<file path="src/rtl/tmri_pkg.sv">
package tmri_pkg;
  typedef enum logic [2:0] {
    ST_IDLE, ST_READY, ST_RECV, ST_EXEC, ST_DONE
  } tmri_state_e;

  localparam logic [7:0] OFS_STATUS = 8'h00;
  localparam logic [7:0] OFS_BURST  = 8'h01;
  localparam logic [7:0] OFS_CMD    = 8'h20;
  localparam logic [7:0] OFS_RSP    = 8'h40;
  localparam logic [7:0] OFS_ID0    = 8'h60;
  localparam logic [7:0] OFS_ID1    = 8'h61;
  localparam logic [7:0] OFS_ID2    = 8'h62;
  localparam logic [7:0] OFS_ID3    = 8'h63;

  localparam int BIT_RDY   = 6;
  localparam int BIT_GO    = 5;
  localparam int BIT_RETRY = 1;

  localparam int HDR_LEN = 6;
endpackage

</file>
<file path="src/rtl/tmri_buf.sv">
module tmri_buf #(
  parameter int DEPTH = 64,
  parameter int AW    = 6
) (
  input  logic          clk,
  input  logic          we,
  input  logic [AW-1:0] waddr,
  input  logic [7:0]    wbyte,
  input  logic [AW-1:0] raddr,
  output logic [7:0]    rbyte
);
  logic [7:0] mem [DEPTH];

  always_ff @(posedge clk) begin
    if (we) mem[waddr] <= wbyte;
    rbyte <= mem[raddr];
  end
endmodule

</file>
<file path="src/rtl/tmri_exec.sv">
module tmri_exec #(
  parameter int DELAY = 16
) (
  input  logic clk,
  input  logic rst,
  input  logic start,
  input  logic cancel,
  output logic done
);
  localparam int CW = $clog2(DELAY + 1);

  logic          busy_q;
  logic [CW-1:0] cnt_q;

  assign done = busy_q && (cnt_q == '0);

  always_ff @(posedge clk) begin
    if (rst || cancel) begin
      busy_q <= 1'b0;
      cnt_q  <= '0;
    end else if (start) begin
      busy_q <= 1'b1;
      cnt_q  <= CW'(DELAY - 1);
    end else if (busy_q) begin
      if (cnt_q == '0) busy_q <= 1'b0;
      else             cnt_q  <= cnt_q - 1'b1;
    end
  end
endmodule

</file>
<file path="src/rtl/tmri_regif.sv">
module tmri_regif
  import tmri_pkg::*;
#(
  parameter int         BUF_DEPTH  = 64,
  parameter int         BURST_MAX  = 32,
  parameter int         EXEC_DELAY = 16,
  parameter logic [7:0] REV_ID     = 8'h01
) (
  input  logic       clk,
  input  logic       rst,
  input  logic       wr_en,
  input  logic       rd_en,
  input  logic [7:0] addr,
  input  logic [7:0] wdata,
  output logic [7:0] rd_data,
  output logic       rd_valid,
  output logic       irq_n
);
  localparam int AW = $clog2(BUF_DEPTH);
  localparam int CW = AW + 1;

  tmri_state_e   state_q;
  logic [CW-1:0] wcnt_q, rsp_len_q, rd_ptr_q;
  logic [31:0]   len_q;
  logic [7:0]    byte_q, mem_byte;
  logic          sel_mem_q;

  // command length target, clamped into the buffer
  logic [CW-1:0] len_eff, target, room;
  always_comb begin
    if (len_q > 32'(BUF_DEPTH))    len_eff = CW'(BUF_DEPTH);
    else if (len_q < 32'(HDR_LEN)) len_eff = CW'(HDR_LEN);
    else                           len_eff = len_q[CW-1:0];
  end

  logic hdr_done, expect_b, data_avail;
  assign hdr_done   = wcnt_q >= CW'(HDR_LEN);
  assign target     = hdr_done ? len_eff : CW'(BUF_DEPTH);
  assign expect_b   = (state_q == ST_RECV) && (!hdr_done || (wcnt_q < len_eff));
  assign data_avail = (state_q == ST_DONE) && (rd_ptr_q < rsp_len_q);

  // write decode
  logic wr_sts, wr_cmd, abort, go_ok, retry, push, pop, exec_done;
  assign wr_sts = wr_en && (addr == OFS_STATUS);
  assign wr_cmd = wr_en && (addr == OFS_CMD);
  assign abort  = wr_sts && wdata[BIT_RDY];
  assign go_ok  = wr_sts && !wdata[BIT_RDY] && wdata[BIT_GO] &&
                  (state_q == ST_RECV) && !expect_b;
  assign retry  = wr_sts && !wdata[BIT_RDY] && wdata[BIT_RETRY] &&
                  (state_q == ST_DONE);
  assign push   = wr_cmd && ((state_q == ST_READY) || expect_b);
  assign pop    = rd_en && (addr == OFS_RSP) && data_avail && !retry;

  tmri_buf #(.DEPTH(BUF_DEPTH), .AW(AW)) u_buf (
    .clk   (clk),
    .we    (push),
    .waddr ((state_q == ST_READY) ? '0 : wcnt_q[AW-1:0]),
    .wbyte (wdata),
    .raddr (rd_ptr_q[AW-1:0]),
    .rbyte (mem_byte)
  );

  tmri_exec #(.DELAY(EXEC_DELAY)) u_exec (
    .clk    (clk),
    .rst    (rst),
    .start  (go_ok),
    .cancel (abort),
    .done   (exec_done)
  );

  // lifecycle state machine
  always_ff @(posedge clk) begin
    if (rst) begin
      state_q   <= ST_IDLE;
      wcnt_q    <= '0;
      len_q     <= '0;
      rsp_len_q <= '0;
      rd_ptr_q  <= '0;
    end else if (abort) begin
      state_q  <= ST_READY;
      wcnt_q   <= '0;
      len_q    <= '0;
      rd_ptr_q <= '0;
    end else begin
      if (push) begin
        if (state_q == ST_READY) begin
          state_q <= ST_RECV;
          wcnt_q  <= CW'(1);
          len_q   <= '0;
        end else begin
          wcnt_q <= wcnt_q + 1'b1;
          if (wcnt_q >= CW'(2) && wcnt_q < CW'(HDR_LEN))
            len_q <= {len_q[23:0], wdata};
        end
      end
      if (go_ok) begin
        state_q   <= ST_EXEC;
        rsp_len_q <= wcnt_q;
      end
      if (state_q == ST_EXEC && exec_done) begin
        state_q  <= ST_DONE;
        rd_ptr_q <= '0;
      end
      if (retry)    rd_ptr_q <= '0;
      else if (pop) rd_ptr_q <= rd_ptr_q + 1'b1;
    end
  end

  // transfer allowance
  always_comb begin
    case (state_q)
      ST_READY: room = CW'(BUF_DEPTH);
      ST_RECV:  room = expect_b ? (target - wcnt_q) : '0;
      ST_DONE:  room = rsp_len_q - rd_ptr_q;
      default:  room = '0;
    endcase
  end

  logic [7:0] stat_byte, burst_byte;
  assign stat_byte  = {1'b1, state_q == ST_READY, 1'b0, data_avail, expect_b, 3'b000};
  assign burst_byte = (32'(room) > 32'(BURST_MAX)) ? 8'(BURST_MAX) : 8'(room);

  // registered read path
  always_ff @(posedge clk) begin
    if (rst) begin
      rd_valid  <= 1'b0;
      sel_mem_q <= 1'b0;
      byte_q    <= '0;
      irq_n     <= 1'b1;
    end else begin
      rd_valid  <= rd_en;
      sel_mem_q <= pop;
      irq_n     <= !data_avail;
      case (addr)
        OFS_STATUS: byte_q <= stat_byte;
        OFS_BURST:  byte_q <= burst_byte;
        OFS_RSP:    byte_q <= 8'hFF;
        OFS_ID0:    byte_q <= 8'h50;
        OFS_ID1:    byte_q <= 8'h10;
        OFS_ID2:    byte_q <= 8'hFE;
        OFS_ID3:    byte_q <= REV_ID;
        default:    byte_q <= 8'h00;
      endcase
    end
  end

  assign rd_data = sel_mem_q ? mem_byte : byte_q;

  // assertions
  logic in_exec;
  assign in_exec = (state_q == ST_EXEC);

  p_abort_any_r3: assert property (@(posedge clk) disable iff (rst)
    abort |=> (state_q == ST_READY) && (wcnt_q == '0));

  p_push_ignored_r5: assert property (@(posedge clk) disable iff (rst)
    (wr_cmd && state_q == ST_RECV && !expect_b) |=> $stable(wcnt_q));

  p_go_from_recv_r6: assert property (@(posedge clk) disable iff (rst)
    $rose(in_exec) |-> $past(state_q == ST_RECV));

  p_empty_pop_r8: assert property (@(posedge clk) disable iff (rst)
    (rd_en && addr == OFS_RSP && !data_avail && !wr_en) |=>
      (rd_data == 8'hFF) && rd_valid && $stable(rd_ptr_q));

  p_irq_source_r12: assert property (@(posedge clk) disable iff (rst)
    !irq_n |-> $past(state_q == ST_DONE));

  p_status_low_bits_r2: assert property (@(posedge clk) disable iff (rst)
    (rd_en && addr == OFS_STATUS) |=> (rd_data[2:0] == 3'b000) && !rd_data[5]);
endmodule

</file>
<file path="config.mk">
export PLATFORM = sky130hd
export DESIGN_NAME = tmri_regif
export DESIGN_NICKNAME = d
export VERILOG_FILES = /design/src/rtl/tmri_pkg.sv /design/src/rtl/tmri_buf.sv /design/src/rtl/tmri_exec.sv /design/src/rtl/tmri_regif.sv
export SDC_FILE = /design/constraint.sdc
export NUM_CORES = 1
export LEC_CHECK = 0
export BUFFER_PORTS_ARGS = -buffer_cell sky130_fd_sc_hd__clkbuf_2
export CAP_MARGIN = 20
export CELL_PAD_IN_SITES_DETAIL_PLACEMENT = 1
export CELL_PAD_IN_SITES_GLOBAL_PLACEMENT = 2
export CORE_AREA = 2 2 213 235
export DETAILED_ROUTE_END_ITERATION = 7
export DIE_AREA = 0 0 215 237
export GPL_TIMING_DRIVEN = 0
export PLACE_DENSITY_LB_ADDON = 0.1
export SYNTH_ARGS = -nofsm -noshare
export SYNTH_HDL_FRONTEND = slang
export SYNTH_SLANG_ARGS = --single-unit
export TNS_END_PERCENT = 5
</file>
<file path="constraint.sdc">
create_clock -name clk -period 10.65 [get_ports clk]
set_clock_uncertainty 0.1 [all_clocks]
set_input_delay 0.5325 -clock clk [delete_from_list [all_inputs] [get_ports clk]]
set_output_delay 0.5325 -clock clk [all_outputs]
set_load 0.005 [all_outputs]
</file>
==> results of run 1 <==
==> final timing paths <==
| path | endpoint | slack, ns | from |
|---|---|---|---|
| worst max-delay path | u_buf.mem[13][7] | 5.17 | len_q[19] |
| worst min-delay path | rd_valid | 0.05 | rd_en |
| worst max register to register | u_buf.mem[13][7] | 5.17 | len_q[19] |
| worst min register to register | len_q[26] | 0.38 | len_q[26] |
==> report_power, final <==
group          leakage (nW)  switching (W)  internal (W)
Clock                 0.917       0.000874       0.00116
Sequential             5.25   0.0000000580       0.00252
Combinational          2.41      0.0000456     0.0000115
==> flip-flops by register name (all words and copies together) (netlist names) <==
register / cells
byte_q: 8
irq_n: 1
len_q: 32
rd_ptr_q: 7
rd_valid: 1
rsp_len_q: 7
sel_mem_q: 1
state_q: 3
u_buf.mem: 512
u_buf.rbyte: 8
u_exec.busy_q: 1
u_exec.cnt_q: 5
wcnt_q: 7
==> routing by layer <==
metal  global-route usage [%]  wire (microns)  vias up
li1                         -               -     5465
met1                    33.67           25950     6681
met2                    42.54           31290      340
met3                    3.494            2893       76
met4                    7.147            1382        0
met5                        0               0        -
==> cells by family after synthesis <==
family / Yosys count / share of synthesized area (%)
muxes: 186 / 16.54
and+or+nand+nor: 259 / 5.130
xor gates and xnor gates: 14 / 0.5104
buffers and inverters: 88 / 1.573
AOI/OAI and AO/OA: 128 / 4.047
DFF: 593 / 70.74
adders and majority gates: 27 / 1.458
==> layout make-up <==
type | instances | area [sq um]
clock buffers | 72 | 1567
inverters | 29 | 108.9
flip-flops and latches | 593 | 17000
multi-input cells | 614 | 6661
fillers | 4389 | 21640
repair buffers | 40 | 345.3
clock inverters | 35 | 304.0
well taps | 652 | 815.8
plain buffers | 59 | 269.0
==> synthesized netlist by cell type (4+ instances only) <==
| cell type | number |
|---|---|
| xnor2_1 | 14 |
| mux2i_1 | 10 |
| nand4_1 | 12 |
| and3_1 | 7 |
| mux4_2 | 168 |
| o31ai_1 | 4 |
| nand2b_1 | 8 |
| or3_1 | 5 |
| a21oi_1 | 30 |
| nand2_1 | 37 |
| edfxtp_1 | 512 |
| nor2b_1 | 8 |
| nor2_1 | 113 |
| dfxtp_1 | 81 |
| nor3_1 | 18 |
| a22o_1 | 32 |
| buf_2 | 17 |
| nor4_1 | 10 |
| inv_1 | 27 |
| nand3_1 | 23 |
| a21o_1 | 11 |
| o21ai_0 | 12 |
| clkbuf_1 | 33 |
| ha_1 | 24 |
| mux2_2 | 8 |
| buf_1 | 4 |
| a211oi_1 | 5 |
==> worst max-delay path: stages (launching register included) <==
cell      delay, ns
dfxtp_1        0.34
nor4_1         0.29
nand4_1        0.33
nor3_1         0.74
o21ai_0        0.31
ha_1           0.37
a21oi_1        0.13
nor2_1         0.08
o31ai_4        0.26
o211ai_4       0.14
buf_6          0.19
a21oi_4        0.28
nand3_1        0.54
nor2_1         0.97
==> cells in the final DEF, fill, tap and decap left out, types with 13 or more instances in the layout <==
| cell | n |
|---|---|
| a21oi_1 | 30 |
| clkbuf_1 | 41 |
| clkbuf_2 | 29 |
| nor3_1 | 16 |
| dfxtp_1 | 81 |
| nand2_1 | 37 |
| nor2_1 | 113 |
| nand3_1 | 23 |
| a22o_1 | 32 |
| clkbuf_16 | 59 |
| clkinv_2 | 13 |
| mux4_2 | 168 |
| buf_2 | 17 |
| xnor2_1 | 14 |
| inv_1 | 27 |
| edfxtp_1 | 512 |
| ha_1 | 24 |
==> stage by stage <==
step / power (W) / setup slack (ns)
floorplan: 0.002578 / 6.640
global placement: 0.002619 / 5.091
detailed placement: 0.002627 / 5.217
CTS: 0.004640 / 5.186
global route: 0.004728 / 4.794
finish: 0.004610 / 5.166
==> flow_metrics.tcl, run 1 <==
set metrics [dict create \
    power.density_nw_per_um2 170.3 \
    async_reset_ff_share_pct 0 \
    fin_area_sq_um 27070 \
    min_delay_path_depth 2 \
    antenna_cells 0 \
    grt_pass1_wl_microns 91640 \
    status "complete, no violations" \
    antenna_found_initial 0 \
    cts.sinks 593 \
    wl_microns 61520 \
    ys_top_cells_by_area "edfxtp_1, mux4_2, dfxtp_1" \
    drt_iter0_markers 1048 \
    io_pins 30 \
    grt_use_total_pct 24.89 \
    fin_nets 1441 \
    finalWeightedCongestion 0.8304 \
    cts_root_buf "clkbuf_16" \
    worst_r2r_path_depth 13 \
    clock_latency_ns 0.62 \
    end_kind "flop" \
    cp_max_fo 10 \
    drc 0 \
    dp_hpwl_microns 42750 \
    dpl.cell_count 1984 \
    fin_cells 2094 \
    yosys_register_bits 593 \
    synth.distinct_cells 67 \
    post_cts_resized 0 \
    critPathRequiredTime_ns 10.78 \
    fp.dieW_microns 215 \
    port_buffers 28 \
    drive_above_1_share_pct 23.93 \
    htree_num_levels 2 \
    placed_cell_area_sq_um 25170 \
    avgSynthCellArea_sq_um 18.55 \
    hold_slack_ns 0.04592 \
    numCtsBuffers 58 \
    ys_seq_area_share_pct 70.74 \
    firstDrtPassIters 5 \
    initial_utilization_pct 49.32 \
    vias 12560 \
    rsz0062_at_grt "false" \
    yosysTopAreaCell "edfxtp_1" \
    total_leakage_power_nw 8.579 \
    postCtsSetupBuffers 0 \
    grt_max_degree 50 \
    grt_pass1_vias 13540 \
    wl_per_cell_microns 29.38 \
    synth_nets 1341 \
    cp-start-kind "flop" \
    critical_path_class "flop to flop" \
    relSlewSlack_pct 28.94 \
    fmax_ghz 0.1824 \
    fin_crit_sh_pct 51.49 \
    fp-row-count 85 \
    drv_cap 0 \
    ant_nets 0 \
    crit_arrival_ns 5.61 \
    slew_viol_final 0 \
    synth_edf_count 512 \
    hp-class "input port to flop" \
    min_period_ns 5.484 \
    die-area_sq_um 50960 \
    grt_overflow 0 \
    yosysWarningCount 0 \
    hold_buffers 0 \
    mappedNetlistArea_sq_um 24030 \
    clock_path_buffers 3 \
    netlist_instances 1295 \
    synthDominantCellAreaShare_pct 63.99 \
    ir_drop_mv 0.1470 \
    final_util_pct 55.57 \
    dieHeight_microns 237 \
    area_growth_pct 12.66 \
    path_clk_slew_ns 0.07 \
    finalHoldViolCount 0 \
    setup_viol 0 \
    synth_flop_cell "edfxtp_1" \
    tightest_slew_ns 1.062 \
    coreArea_sq_um 48710 \
    viasPerCell 5.999 \
    tns_ns 0 \
    cts_tree "built" \
]
(Power assumes the default switching activity.)
==> inputs of run 2 (changes only) <==
Settings changed: CORE_AREA 2 2 213 235 to 2 2 215 238, DIE_AREA 0 0 215 237 to 0 0 217 240.
Clock period 10.65 ns to 5.25 ns, I/O delays scaled along.
==> run 2 against run 1 <==
  * Fmax rose by 8.0%
  * Global-route usage fell by 0.22 points
  * Sequential cell count did not move
  * Count of clock-buffer cells in the layout rose by 1
  * Final cell count rose by 0.96%
  * Die area rose by 2.2%
  * First-iteration DRC count fell by 1.5%
  * Combinational power rose by 110%
  * Power rose by 100%
  * Core utilization fell by 0.80 points
  * Largest power group unchanged
==> flow_metrics.tcl, run 2 (synthesis results as in run 1) <==
set metrics [dict create \
    status "complete, no violations" \
    viasPerCell 6.009 \
    fp-row-count 86 \
    fin_area_sq_um 27230 \
    grt_use_total_pct 24.67 \
    fin_crit_sh_pct 96.74 \
    area_growth_pct 13.33 \
    cp_max_fo 10 \
    cp-start-kind "flop" \
    critical_path_class "flop to flop" \
    port_buffers 28 \
    drv_cap 0 \
    drive_above_1_share_pct 24.36 \
    largest_reg_flops 512 \
    grt_max_degree 69 \
    clock_path_buffers 3 \
    fp.dieW_microns 217 \
    setup_viol 0 \
    vias 12700 \
    finalWeightedCongestion 0.8054 \
    io_pins 30 \
    reg2reg_setup_slack_ns 0.17 \
    top_register "u_buf.mem" \
    dieHeight_microns 240 \
    finalHoldViolCount 0 \
    initial_utilization_pct 48.33 \
    min_period_ns 5.079 \
    rsz0062_at_grt "true" \
    fin_nets 1452 \
    fmax_ghz 0.1969 \
    crit_arrival_ns 5.22 \
    dp_slack_ns -0.1825 \
    critPathRequiredTime_ns 5.39 \
    drt_iter0_markers 1032 \
    antenna_found_initial 1 \
    clock_latency_ns 0.63 \
    final_common_cell "edfxtp_1" \
    end_kind "flop" \
    grt_pass1_wl_microns 92190 \
    placed_cell_area_sq_um 25150 \
    slew_viol_final 0 \
    drc 0 \
    ant_nets 0 \
    firstDrtPassIters 5 \
    grt_pass1_vias 13470 \
    htree_num_levels 2 \
    n_fill_cell 4499 \
    coreArea_sq_um 49710 \
    relSlewSlack_pct 22.08 \
    tightest_slew_ns 1.168 \
    cts.sinks 593 \
    numCtsBuffers 61 \
    wl_microns 62140 \
    hp-class "input port to flop" \
    ir_drop_mv 0.3034 \
    wl_per_cell_microns 29.39 \
    final_cell_mix "edfxtp_1, mux4_2, nor2_1, dfxtp_1, clkbuf_16" \
    path_clk_slew_ns 0.06 \
    cts_tree "built" \
    die-area_sq_um 52080 \
    dp_hpwl_microns 42980 \
    total_leakage_power_nw 8.621 \
    cts_root_buf "clkbuf_16" \
    power.density_nw_per_um2 346.6 \
    largestRegisters "u_buf.mem: 512 flops, len_q: 32 flops" \
    postCtsSetupBuffers 0 \
    layout_setup_ws_ns 0.1713 \
    grt_overflow 0 \
]
-- run 2: cell count changes in the layout (fill, tap and decap cells not counted), sizes merged --
cell	delta
dlygate4sd3	+8
clkinv	+2
buf	+1
clkinvlp	-1
diode	+1
inv	+1
-- run 2: worst max-delay path, stage by stage (launching register included) --
cell and delay (ns):
dfxtp_1 0.33, nor4_1 0.32, nand4_1 0.36, nor3_2 0.53, o21ai_0 0.25, ha_1 0.35
a21oi_1 0.14, nor2_1 0.08, o31ai_4 0.26, o211ai_4 0.14, buf_6 0.19, a21oi_4 0.27
nand3_1 0.67, nor2_2 0.69
-- run 2: final cells by class --
class	count	area, sq um	area share (%)
Clock inverter	37	310.3	1.140
Multi-Input combinational cell	614	6699	24.60
Clock buffer	73	1614	5.928
Buffer	59	269.0	0.9880
Tap cell	660	825.8	3.033
Antenna cell	1	2.502	0.009190
Sequential cell	593	17000	62.42
Timing Repair Buffer	48	402.9	1.480
Inverter	29	108.9	0.3998
-- run 2: final timing paths --
path	start	to	cells after the start
max reg2reg	len_q[8]	u_buf.mem[5][7]	13
max	len_q[8]	u_buf.mem[5][7]	13
min	addr[2]	byte_q[5]	4
min reg2reg	u_exec.cnt_q[4]	u_exec.cnt_q[4]	2
-- run 2: metrics by stage --
stage / power (W) / util [%] / std cells / hold slack (ns) / TNS, ns
floorplan: 0.005229 / - / 1295 / 0.2341 / 0
global placement: 0.005314 / 50.27 / 1983 / 0.3529 / -11.77
detailed placement: 0.005328 / 50.59 / 1993 / 0.3668 / -8.671
CTS: 0.009517 / 54.64 / 2111 / 0.01593 / -9.254
global route: 0.009694 / 54.77 / 2113 / 0.06555 / -8.761
finish: 0.009436 / 54.77 / 2114 / 0.04984 / 0
-- run 2: report_power, final --
group          internal [W]  total (W)  switching [W]
sequential          0.00511    0.00511    0.000000115
clock               0.00242    0.00421        0.00179
combinational     0.0000240   0.000120      0.0000955
-- run 2: repair_timing --
| action | CTS | global route |
|---|---|---|
| hold buffers | 8 | 0 |
| hold endpoints to repair | 6 | 0 |
| endpoints found under the setup margin | 82 | 460 |
| resized for setup | 4 | 13 |
-- run 2: per-layer routing --
| metal | global-route usage (%) | share of wire (%) | vias up |
|---|---|---|---|
| met2 | 41.49 | 50 | 370 |
| met1 | 33.51 | 42 | 6747 |
| met4 | 7.742 | 2.8 | 0 |
| met5 | 0 | 0 | - |
| met3 | 3.555 | 5.3 | 83 |
| li1 | - | - | 5502 |
==> inputs of run 3 (changes only) <==
==> constraint.sdc (replaced) <==
create_clock -name clk -period 5.25 [get_ports clk]
set_clock_uncertainty 0.1 [all_clocks]
set_input_delay 0.525 -clock clk [delete_from_list [all_inputs] [get_ports clk]]
set_output_delay 0.525 -clock clk [all_outputs]
set_load 0.005 [all_outputs]
==> run 3 against run 2 <==
  * Register-to-register slack gained 0.04 ns
  * Fmax grew 0.80%
  * Hold slack gained 0.015 ns
  * Sequential power is essentially flat
  * Clock power is essentially flat
  * Core utilization shrank 0.16 points
  * Non-clock buffer count shrank 8
  * Critical endpoint unchanged
  * Highest routed layer unchanged
==> flow_metrics.tcl, run 3 (synthesis results as in run 1) <==
set metrics [dict create \
    vias 12630 \
    slew_viol_final 0 \
    end_kind "flop" \
    status "complete, no violations" \
    final_cell_mix "edfxtp_1, mux4_2, nor2_1, dfxtp_1, clkbuf_16" \
    wl_per_cell_microns 29.47 \
    total_leakage_power_nw 8.585 \
    firstDrtPassIters 5 \
    largestRegisters "u_buf.mem: 512 flops, len_q: 32 flops" \
    min_period_ns 5.038 \
    drc 0 \
    top_register "u_buf.mem" \
    fin_crit_sh_pct 95.97 \
    cts.sinks 593 \
    dp_hpwl_microns 42980 \
    area_growth_pct 13.00 \
    drv_cap 0 \
    fmax_ghz 0.1985 \
    dp_slack_ns -0.1825 \
    coreArea_sq_um 49710 \
    drt_iter0_markers 1037 \
    die-area_sq_um 52080 \
    cts_tree "built" \
    final_util_pct 54.61 \
    finalHoldViolCount 0 \
    relSlewSlack_pct 24.23 \
    largest_reg_flops 512 \
    fp.dieW_microns 217 \
    wl_microns 62060 \
    grt_pass1_wl_microns 92050 \
    critPathRequiredTime_ns 5.39 \
    io_pins 30 \
    multi_input_area_sq_um 6699 \
    initial_utilization_pct 48.33 \
    power.density_nw_per_um2 347.5 \
    power_w 0.009435 \
    hold_slack_ns 0.06505 \
    setup_viol 0 \
    layout_setup_ws_ns 0.2118 \
    antenna_found_initial 1 \
    drive_above_1_share_pct 24.50 \
    grt_overflow 0 \
    cts_root_buf "clkbuf_16" \
    clock_latency_ns 0.62 \
    numCtsBuffers 61 \
    crit_arrival_ns 5.18 \
    path_clk_slew_ns 0.06 \
    cp_max_fo 10 \
    ir_drop_mv 0.3045 \
    seqCellArea_sq_um 17000 \
    fin_nets 1444 \
    fp-row-count 86 \
    htree_num_levels 2 \
    rsz0062_at_grt "true" \
    ant_nets 0 \
    grt_use_total_pct 24.63 \
    clock_path_buffers 3 \
    n_fill_cell 4505 \
    cp-start-kind "flop" \
    finalWeightedCongestion 0.8054 \
    dieHeight_microns 240 \
    grt_pass1_vias 13430 \
    viasPerCell 5.996 \
    fin_cells 2106 \
    dpl.cell_count 1993 \
    critical_path_class "flop to flop" \
    tightest_slew_ns 1.135 \
    port_buffers 28 \
    grt_max_degree 69 \
    final_common_cell "edfxtp_1" \
    hp-class "input port to flop" \
]
[run 3: changes by cell type in the layout (fill, tap and decap cells not counted)]
cell,before,now
dlygate4sd3_1,8,0
[run 3: area by class of cell]
class | count | share of cell area, %
flip-flops and latches | 593 | 62.60
multi-input cells | 614 | 24.68
clock buffers | 73 | 5.945
well taps | 660 | 3.042
repair buffers | 40 | 1.189
clock inverters | 37 | 1.143
plain buffers | 59 | 0.9909
inverters | 29 | 0.4010
diodes | 1 | 0.009217
[run 3: worst max-delay path, stage by stage (launching register included)]
cell	delay, ns
dfxtp_1	0.33
nor4_1	0.32
nand4_1	0.37
nor3_2	0.53
o21ai_0	0.25
ha_1	0.35
a21oi_1	0.14
nor2_1	0.08
o31ai_4	0.26
o211ai_4	0.14
buf_6	0.19
a21oi_4	0.26
nand3_1	0.64
nor2_2	0.68
[run 3: power breakdown]
part / total, W / internal [W] / switching, W
logic: 0.000116 / 0.0000208 / 0.0000948
registers: 0.00511 / 0.00511 / 0.000000115
clock network: 0.00421 / 0.00242 / 0.00179
[run 3: path summary, 6_finish.rpt]
check	from	endpoint	slack, ns	cells after the start
min reg2reg	u_exec.cnt_q[4]	u_exec.cnt_q[4]	0.37	2
max reg2reg	len_q[8]	u_buf.mem[5][7]	0.21	13
min	rd_en	rd_valid	0.07	2
max	len_q[8]	u_buf.mem[5][7]	0.21	13
[run 3: through the flow]
stage | TNS, ns | area (sq um)
2_1_floorplan | 0 | 24030
5_1_grt | -8.761 | 27150
3_5_place_dp | -8.671 | 25150
4_1_cts | -9.254 | 27080
3_3_place_gp | -11.77 | 24990
6_report | 0 | 27150
[run 3: timing repair]
item,CTS,global route
endpoints found under the hold margin,0,0
endpoints found under the setup margin,82,460
setup buffers,0,0
gates resized for setup,4,13
gates cloned,0,0
hold buffers,0,0
[run 3: routing by layer]
layer | routed length (microns) | track usage (%) | part of all wire (%)
met5 | 0 | 0 | 0
met3 | 2853 | 3.567 | 4.6
met2 | 31200 | 41.39 | 50
met4 | 1732 | 7.742 | 2.8
met1 | 26280 | 33.50 | 42
